`src/rtl/fw_unlock_pkg.sv`:
```
package fw_unlock_pkg;

    // Loader state
    typedef enum logic [1:0] {
        LD_IDLE = 2'd0,
        LD_BUSY = 2'd1,
        LD_DONE = 2'd2
    } ld_state_e;

    // Classified bus access of one cycle
    typedef struct packed {
        logic start_wr;  // write to the start register
        logic data_wr;   // write to the data register
        logic breaker;   // read, or write to a non-start address
    } bus_evt_t;

    localparam int unsigned UNLOCK_WRITES = 3;

    function automatic int unsigned holdoff_cycles(input int unsigned khz,
                                                   input int unsigned usec);
        int unsigned c;
        c = (khz * usec) / 1000;
        return (c < 1) ? 1 : c;
    endfunction

endpackage

```
`src/rtl/fw_bus_decode.sv`:
```
module fw_bus_decode
    import fw_unlock_pkg::*;
#(
    parameter int unsigned ADDR_W = 8,
    parameter logic [ADDR_W-1:0] START_ADDR = 'h3A,
    parameter logic [ADDR_W-1:0] DATA_ADDR  = 'h3B
) (
    input  logic [ADDR_W-1:0] addr_i,
    input  logic              wr_i,
    input  logic              rd_i,
    output bus_evt_t          evt_o
);
    logic is_start;
    logic is_data;

    always_comb begin
        is_start        = (addr_i == START_ADDR);
        is_data         = (addr_i == DATA_ADDR);
        evt_o.start_wr  = wr_i && is_start;
        evt_o.data_wr   = wr_i && is_data;
        evt_o.breaker   = rd_i || (wr_i && !is_start);
    end
endmodule

```
`src/rtl/fw_holdoff.sv`:
```
module fw_holdoff #(
    parameter int unsigned HOLD_CYC = 750000
) (
    input  logic clk,
    input  logic rst,
    output logic ready_o
);
    localparam int unsigned CNT_W = (HOLD_CYC < 2) ? 1 : $clog2(HOLD_CYC);
    localparam logic [CNT_W-1:0] LAST = CNT_W'(HOLD_CYC - 1);

    logic [CNT_W-1:0] cnt_q;

    always_ff @(posedge clk) begin
        if (rst) begin
            cnt_q   <= '0;
            ready_o <= 1'b0;
        end else if (!ready_o) begin
            if (cnt_q == LAST) begin
                ready_o <= 1'b1;
            end else begin
                cnt_q <= cnt_q + 1'b1;
            end
        end
    end

    assert_ready_sticky_R2: assert property (@(posedge clk) disable iff (rst)
        ready_o |=> ready_o);
endmodule

```
`src/rtl/fw_unlock_detect.sv`:
```
module fw_unlock_detect
    import fw_unlock_pkg::*;
(
    input  logic     clk,
    input  logic     rst,
    input  logic     arm_i,
    input  bus_evt_t evt_i,
    output logic     unlock_o
);
    localparam int unsigned SEQ_W = $clog2(UNLOCK_WRITES + 1);
    localparam logic [SEQ_W-1:0] SEQ_LAST = SEQ_W'(UNLOCK_WRITES - 1);

    logic [SEQ_W-1:0] seq_q;
    logic [SEQ_W-1:0] seq_d;

    always_comb begin
        seq_d    = seq_q;
        unlock_o = 1'b0;
        if (!arm_i) begin
            seq_d = '0;
        end else if (evt_i.breaker) begin
            // broken pattern; a start write in this cycle opens a new one
            seq_d = evt_i.start_wr ? SEQ_W'(1) : '0;
        end else if (evt_i.start_wr) begin
            if (seq_q == SEQ_LAST) begin
                unlock_o = 1'b1;
                seq_d    = '0;
            end else begin
                seq_d = seq_q + 1'b1;
            end
        end
    end

    always_ff @(posedge clk) begin
        if (rst) seq_q <= '0;
        else     seq_q <= seq_d;
    end

    assert_break_clears_R5: assert property (@(posedge clk) disable iff (rst)
        (arm_i && evt_i.breaker && !evt_i.start_wr) |=> (seq_q == '0));
    assert_break_restart_R6: assert property (@(posedge clk) disable iff (rst)
        (arm_i && evt_i.breaker && evt_i.start_wr) |=> (seq_q == SEQ_W'(1)));
    assert_disarmed_idle_R3: assert property (@(posedge clk) disable iff (rst)
        !arm_i |-> !unlock_o);
endmodule

```
`src/rtl/fw_byte_loader.sv`:
```
module fw_byte_loader
    import fw_unlock_pkg::*;
#(
    parameter int unsigned DATA_W      = 8,
    parameter int unsigned IMAGE_BYTES = 7600
) (
    input  logic              clk,
    input  logic              rst,
    input  logic              unlock_i,
    input  bus_evt_t          evt_i,
    input  logic [DATA_W-1:0] wdata_i,
    output logic              active_o,
    output logic              done_o,
    output logic              byte_vld_o,
    output logic [DATA_W-1:0] byte_data_o
);
    localparam int unsigned CNT_W = $clog2(IMAGE_BYTES + 1);
    localparam logic [CNT_W-1:0] LAST = CNT_W'(IMAGE_BYTES - 1);

    ld_state_e        state_q;
    logic [CNT_W-1:0] cnt_q;
    logic             take;

    assign take     = (state_q == LD_BUSY) && evt_i.data_wr;
    assign active_o = (state_q == LD_BUSY);
    assign done_o   = (state_q == LD_DONE);

    always_ff @(posedge clk) begin
        if (rst) begin
            state_q     <= LD_IDLE;
            cnt_q       <= '0;
            byte_vld_o  <= 1'b0;
            byte_data_o <= '0;
        end else begin
            byte_vld_o <= take;
            if (take) byte_data_o <= wdata_i;
            case (state_q)
                LD_IDLE, LD_DONE: begin
                    if (unlock_i) begin
                        state_q <= LD_BUSY;
                        cnt_q   <= '0;
                    end
                end
                LD_BUSY: begin
                    if (take) begin
                        if (cnt_q == LAST) begin
                            state_q <= LD_DONE;
                            cnt_q   <= '0;
                        end else begin
                            cnt_q <= cnt_q + 1'b1;
                        end
                    end
                end
                default: state_q <= LD_IDLE;
            endcase
        end
    end

    assert_count_bound_R9: assert property (@(posedge clk) disable iff (rst)
        cnt_q <= LAST);
    assert_strobe_data_R7: assert property (@(posedge clk) disable iff (rst)
        byte_vld_o |-> (byte_data_o == $past(wdata_i)));
    assert_done_exit_R9: assert property (@(posedge clk) disable iff (rst)
        $rose(done_o) |-> ($fell(active_o) && byte_vld_o));
endmodule

```
`src/rtl/fw_unlock_seq.sv`:
```
module fw_unlock_seq
    import fw_unlock_pkg::*;
#(
    parameter int unsigned ADDR_W      = 8,
    parameter int unsigned DATA_W      = 8,
    parameter int unsigned CLK_KHZ     = 250000,
    parameter int unsigned HOLDOFF_US  = 3000,
    parameter int unsigned IMAGE_BYTES = 7600,
    parameter logic [ADDR_W-1:0] START_ADDR = 'h3A,
    parameter logic [ADDR_W-1:0] DATA_ADDR  = 'h3B
) (
    input  logic              clk,
    input  logic              rst,
    input  logic [ADDR_W-1:0] bus_addr,
    input  logic              bus_wr,
    input  logic              bus_rd,
    input  logic [DATA_W-1:0] bus_wdata,
    output logic              ready_o,
    output logic              active_o,
    output logic              done_o,
    output logic              byte_vld_o,
    output logic [DATA_W-1:0] byte_data_o
);
    localparam int unsigned HOLD_CYC = holdoff_cycles(CLK_KHZ, HOLDOFF_US);

    bus_evt_t evt;
    logic     unlock;
    logic     arm;

    fw_bus_decode #(
        .ADDR_W    (ADDR_W),
        .START_ADDR(START_ADDR),
        .DATA_ADDR (DATA_ADDR)
    ) u_decode (
        .addr_i(bus_addr),
        .wr_i  (bus_wr),
        .rd_i  (bus_rd),
        .evt_o (evt)
    );

    fw_holdoff #(
        .HOLD_CYC(HOLD_CYC)
    ) u_holdoff (
        .clk    (clk),
        .rst    (rst),
        .ready_o(ready_o)
    );

    assign arm = ready_o && !active_o;

    fw_unlock_detect u_detect (
        .clk     (clk),
        .rst     (rst),
        .arm_i   (arm),
        .evt_i   (evt),
        .unlock_o(unlock)
    );

    fw_byte_loader #(
        .DATA_W     (DATA_W),
        .IMAGE_BYTES(IMAGE_BYTES)
    ) u_loader (
        .clk        (clk),
        .rst        (rst),
        .unlock_i   (unlock),
        .evt_i      (evt),
        .wdata_i    (bus_wdata),
        .active_o   (active_o),
        .done_o     (done_o),
        .byte_vld_o (byte_vld_o),
        .byte_data_o(byte_data_o)
    );

    assert_excl_R11: assert property (@(posedge clk) disable iff (rst)
        !(active_o && done_o));
    assert_active_after_ready_R3: assert property (@(posedge clk) disable iff (rst)
        $rose(active_o) |-> $past(ready_o));
endmodule

```
`config.mk`:
```
export PLATFORM = sky130hd
export DESIGN_NAME = fw_unlock_seq
export DESIGN_NICKNAME = d
export VERILOG_FILES = /design/src/rtl/fw_unlock_pkg.sv /design/src/rtl/fw_bus_decode.sv /design/src/rtl/fw_holdoff.sv /design/src/rtl/fw_unlock_detect.sv /design/src/rtl/fw_byte_loader.sv /design/src/rtl/fw_unlock_seq.sv
export SDC_FILE = /design/constraint.sdc
export NUM_CORES = 1
export LEC_CHECK = 0
export BUFFER_PORTS_ARGS = -buffer_cell sky130_fd_sc_hd__buf_2
export CAP_MARGIN = 20
export CORE_UTILIZATION = 30
export CTS_BUF_LIST = sky130_fd_sc_hd__clkbuf_8 sky130_fd_sc_hd__clkbuf_16
export DETAILED_ROUTE_END_ITERATION = 8
export GPL_TIMING_DRIVEN = 0
export PLACE_DENSITY = 0.46
export SLEW_MARGIN = 30
export SYNTH_ARGS = -nofsm -noshare
export SYNTH_HDL_FRONTEND = slang
export SYNTH_SLANG_ARGS = --single-unit
```
`constraint.sdc`:
```
create_clock -name clk -period 1.85 [get_ports clk]
set_input_delay 0.185 -clock clk [delete_from_list [all_inputs] [get_ports clk]]
set_output_delay 0.185 -clock clk [all_outputs]
set_load 0.05 [all_outputs]
```
==> results.md <==
- Status: finished clean
- Grt ovf: 0
- Area Growth Syn to Fin: 27.0%
- CP Launch Type: register
- Commonest register cell after synthesis: dfxtp_1
- Maximum VDD drop: 0.259 mV
- Post-Syn Instances: 260
- Filler instances: 776
- Hold Crit Class: in -> reg
- CTS buffer count: 5
- R2r endpoint: u_holdoff.cnt_q[15]$_SDFFE_PP0P_
- Setup_tns: 0 ps
- Avg WL per Cell: 12.8 um
- Routed wire length: 5250 um
- Max H-tree Level: 2
- GP Congestion: 0.744
- Hold path endpoint: u_detect.seq_q[1]$_SDFFE_PP0P_
- Max Buffers Root-to-Sink: 2
- Reg2reg path depth: 5
- CTS tree: done
- Top cell type by total area after synthesis: dfxtp_1
- Die ar.: 7890 um^2
- Routed length on met2: 2220 um
- Net count after synthesis: 282
- FF/Latch Area: 970 um^2
- WP data required: 2020 ps
- Final Util: 39.6%
- Setup WS post-layout: 2.81 ps
- GRT Total Usage: 14.0%
- Number of flops mapped to enable cells by yosys: 0
- CORE AREA: 7250 um^2
- Mapped Area: 2260 um^2
- Critical path arrival: 2020 ps
- Post-DP Area: 2540 um^2
- FFs w/ async S/R, synth: 0%
- Largest net degree at the start of global routing: 14
- Crit Path Class: reg -> reg
- Initial DRC count: 72
- CP Max Fanout: 6
- Tcrit/Tclk final: 99.8%
- Max-cap violations: 0
- Number of cell rows: 31
- PwrDens: 612 nW/um^2
- CTS clk-pin slew, worst paths: 90 ps
- Reg-to-Reg Start: u_holdoff.cnt_q[5]$_SDFFE_PP0P_
- Layout net count: 332
- Area of the multi-input gates: 1360 um^2
- DRC viols: 0
- Final hold violations: 0
- I/O Pins: 32
- Placed Instances: 390
- Top cell type's share of synthesized area: 41.6%
- Met3 routed WL: 238 um
- LEAKAGE: 1.09 nW
- Antenna-violating nets left: 0
- Initial antenna violation count: 0
- Post-layout power: 1.76 mW
- DRT met1 WL: 2740 um
- Max Fclk: 541 MHz
- DR pass1 iterations: 5
- Worst slew pin tran: 644 ps
- Post-synthesis register bit count: 47
- Hold Path Depth: 2
- # diodes: 0
- Skew final: 8.60 ps
- Number of port buffers: 31
- Die Span X: 88.8 um
- CP Capture Type: register
- Final Setup Violations: 0
- Worst hold slack: 89.5 ps
- Final cell count without fillers: 410
- Vias: 1,995
- Via density: 4.87
- Sequential area share after synthesis: 41.6%
- Initial Util: 31.2%
- Clock latency on the worst-skew pair: 300 ps
- Top Layer Used: met4
- R2r setup slk: 3 ps
- Vias in the first global route: 1,773
- Post-CTS Hold Fix Bufs: 0
- Die Y: 88.8 um
- Most area-consuming cells after synthesis: dfxtp_1 (42%), nor2_1 (7.1%), mux2i_1 (4.0%)
- CTS Sinks: 47
- Unrepaired setup endpoints after global routing: yes
- Final worst path period need: 1850 ps
- Synth unique cells: 49
- YS warnings: 0
- Slew margin rel.: 56.7%
- Max Transition Viols Final: 0
- Syn Area/Cell: 8.70 um^2
- Design Area, Final: 2870 um^2
- First-pass GRT wire length: 8450 um
- Post-Place Worst Slack: -169 ps
- Layout cell share with drive strength beyond 1: 30.5%
- Clock root cell: clkbuf_8
- Worst hold start: bus_rd
- Detailed placement HPWL: 3730 um
==> timing repair <==
action | in CTS | in global routing
pin swaps | 4 | 17
gates resized for setup | 18 | 24
setup endpoints to repair | 17 | 27
buffers inserted | 3 | 10
==> Yosys cell counts, drive strengths merged, types with 2 or more instances <==
cell type / count
or4b: 3
xnor2: 7
a31oi: 9
nor4: 5
o41ai: 2
nand2: 19
and3: 2
inv: 7
xor2: 10
clkbuf: 5
or3: 2
or2: 2
dfxtp: 47
o21ai: 13
buf: 3
ha: 2
nand3: 12
nand4: 11
nor2b: 3
or4: 3
nor2: 44
nor3: 9
o31ai: 6
mux2i: 9
a21oi: 12
==> layout by cell type (no fill, tap or decap), types with 2 or more instances in the layout <==
master,n
nand2_1,19
clkbuf_1,5
nor2_1,43
buf_4,13
dfxtp_4,4
nor3_1,6
or4b_4,3
xnor2_1,7
nand4_1,10
o21ai_0,10
o31ai_1,5
mux2i_1,9
nand3_1,11
or4_4,3
a21oi_1,11
or2_2,2
nor4_2,2
nor2b_1,3
clkbuf_8,7
or3_1,2
dfxtp_1,32
nor3_2,2
a31oi_1,9
xor2_1,10
o21ai_1,3
buf_2,31
dfxtp_2,11
inv_1,8
nor4_1,2
==> registers in the layout, indices dropped and copies added (netlist names) <==
register,count
u_loader.state_q,2
u_loader.byte_data_o,8
u_detect.seq_q,2
u_loader.byte_vld_o,1
u_holdoff.ready_o,1
u_holdoff.cnt_q,20
u_loader.cnt_q,13
==> critical path, cell delays in order (launching register included) <==
cell and delay (ps):
dfxtp_2 390, nand4_1 210, or4_4 560, a2111oi_4 360
xnor2_1 150, nor2_1 50
==> power by group <==
group          switching [mW]  internal [mW]  leakage, nW
clock                   0.341          0.336       0.0557
sequential            0.00508           1.01        0.387
combinational          0.0361         0.0261        0.647
==> cell type report <==
type / instances / area share, %
multi-input combinational: 198 / 47.5
sequential: 47 / 33.8
timing repair buffer: 44 / 8.81
tap: 99 / 4.32
clock buffer: 7 / 3.36
buffer: 7 / 1.18
inverter: 7 / 0.915
clock inverter: 1 / 0.131
==> per-layer routing <==
| layer | GRT usage [%] | up-vias |
|---|---|---|
| li1 | - | 1042 |
| met1 | 19.9 | 909 |
| met2 | 21.3 | 39 |
| met3 | 3.45 | 5 |
| met4 | 3.52 | 0 |
| met5 | 0 | - |
==> worst max path at each step <==
stage,from,to
floorplan,u_holdoff.cnt_q[0]$_SDFFE_PP0P_,u_holdoff.cnt_q[14]$_SDFFE_PP0P_
global placement,u_loader.cnt_q[0]$_SDFFE_PP0P_,u_loader.cnt_q[9]$_SDFFE_PP0P_
detailed placement,u_loader.cnt_q[0]$_SDFFE_PP0P_,u_loader.cnt_q[9]$_SDFFE_PP0P_
CTS,u_holdoff.ready_o$_SDFF_PP0_,u_holdoff.cnt_q[17]$_SDFFE_PP0P_
global route,u_holdoff.cnt_q[11]$_SDFFE_PP0P_,u_holdoff.cnt_q[1]$_SDFFE_PP0P_
finish,u_holdoff.cnt_q[5]$_SDFFE_PP0P_,u_holdoff.cnt_q[15]$_SDFFE_PP0P_
==> cell families (layout without fill, tap and decap cells) <==
family	count (synthesis)	in the layout	share of synthesized area, %
multiplexers	9	9	3.98
buffers and inverters	15	66	2.60
flip-flops	47	47	41.6
adder cells (fa/ha/maj)	2	2	1.11
AND/OR/NAND/NOR	123	123	29.8
AO/OA/AOI/OAI	47	47	14.3
XOR/XNOR	17	17	6.59
No activity file was read; power rests on OpenSTA's default activity.
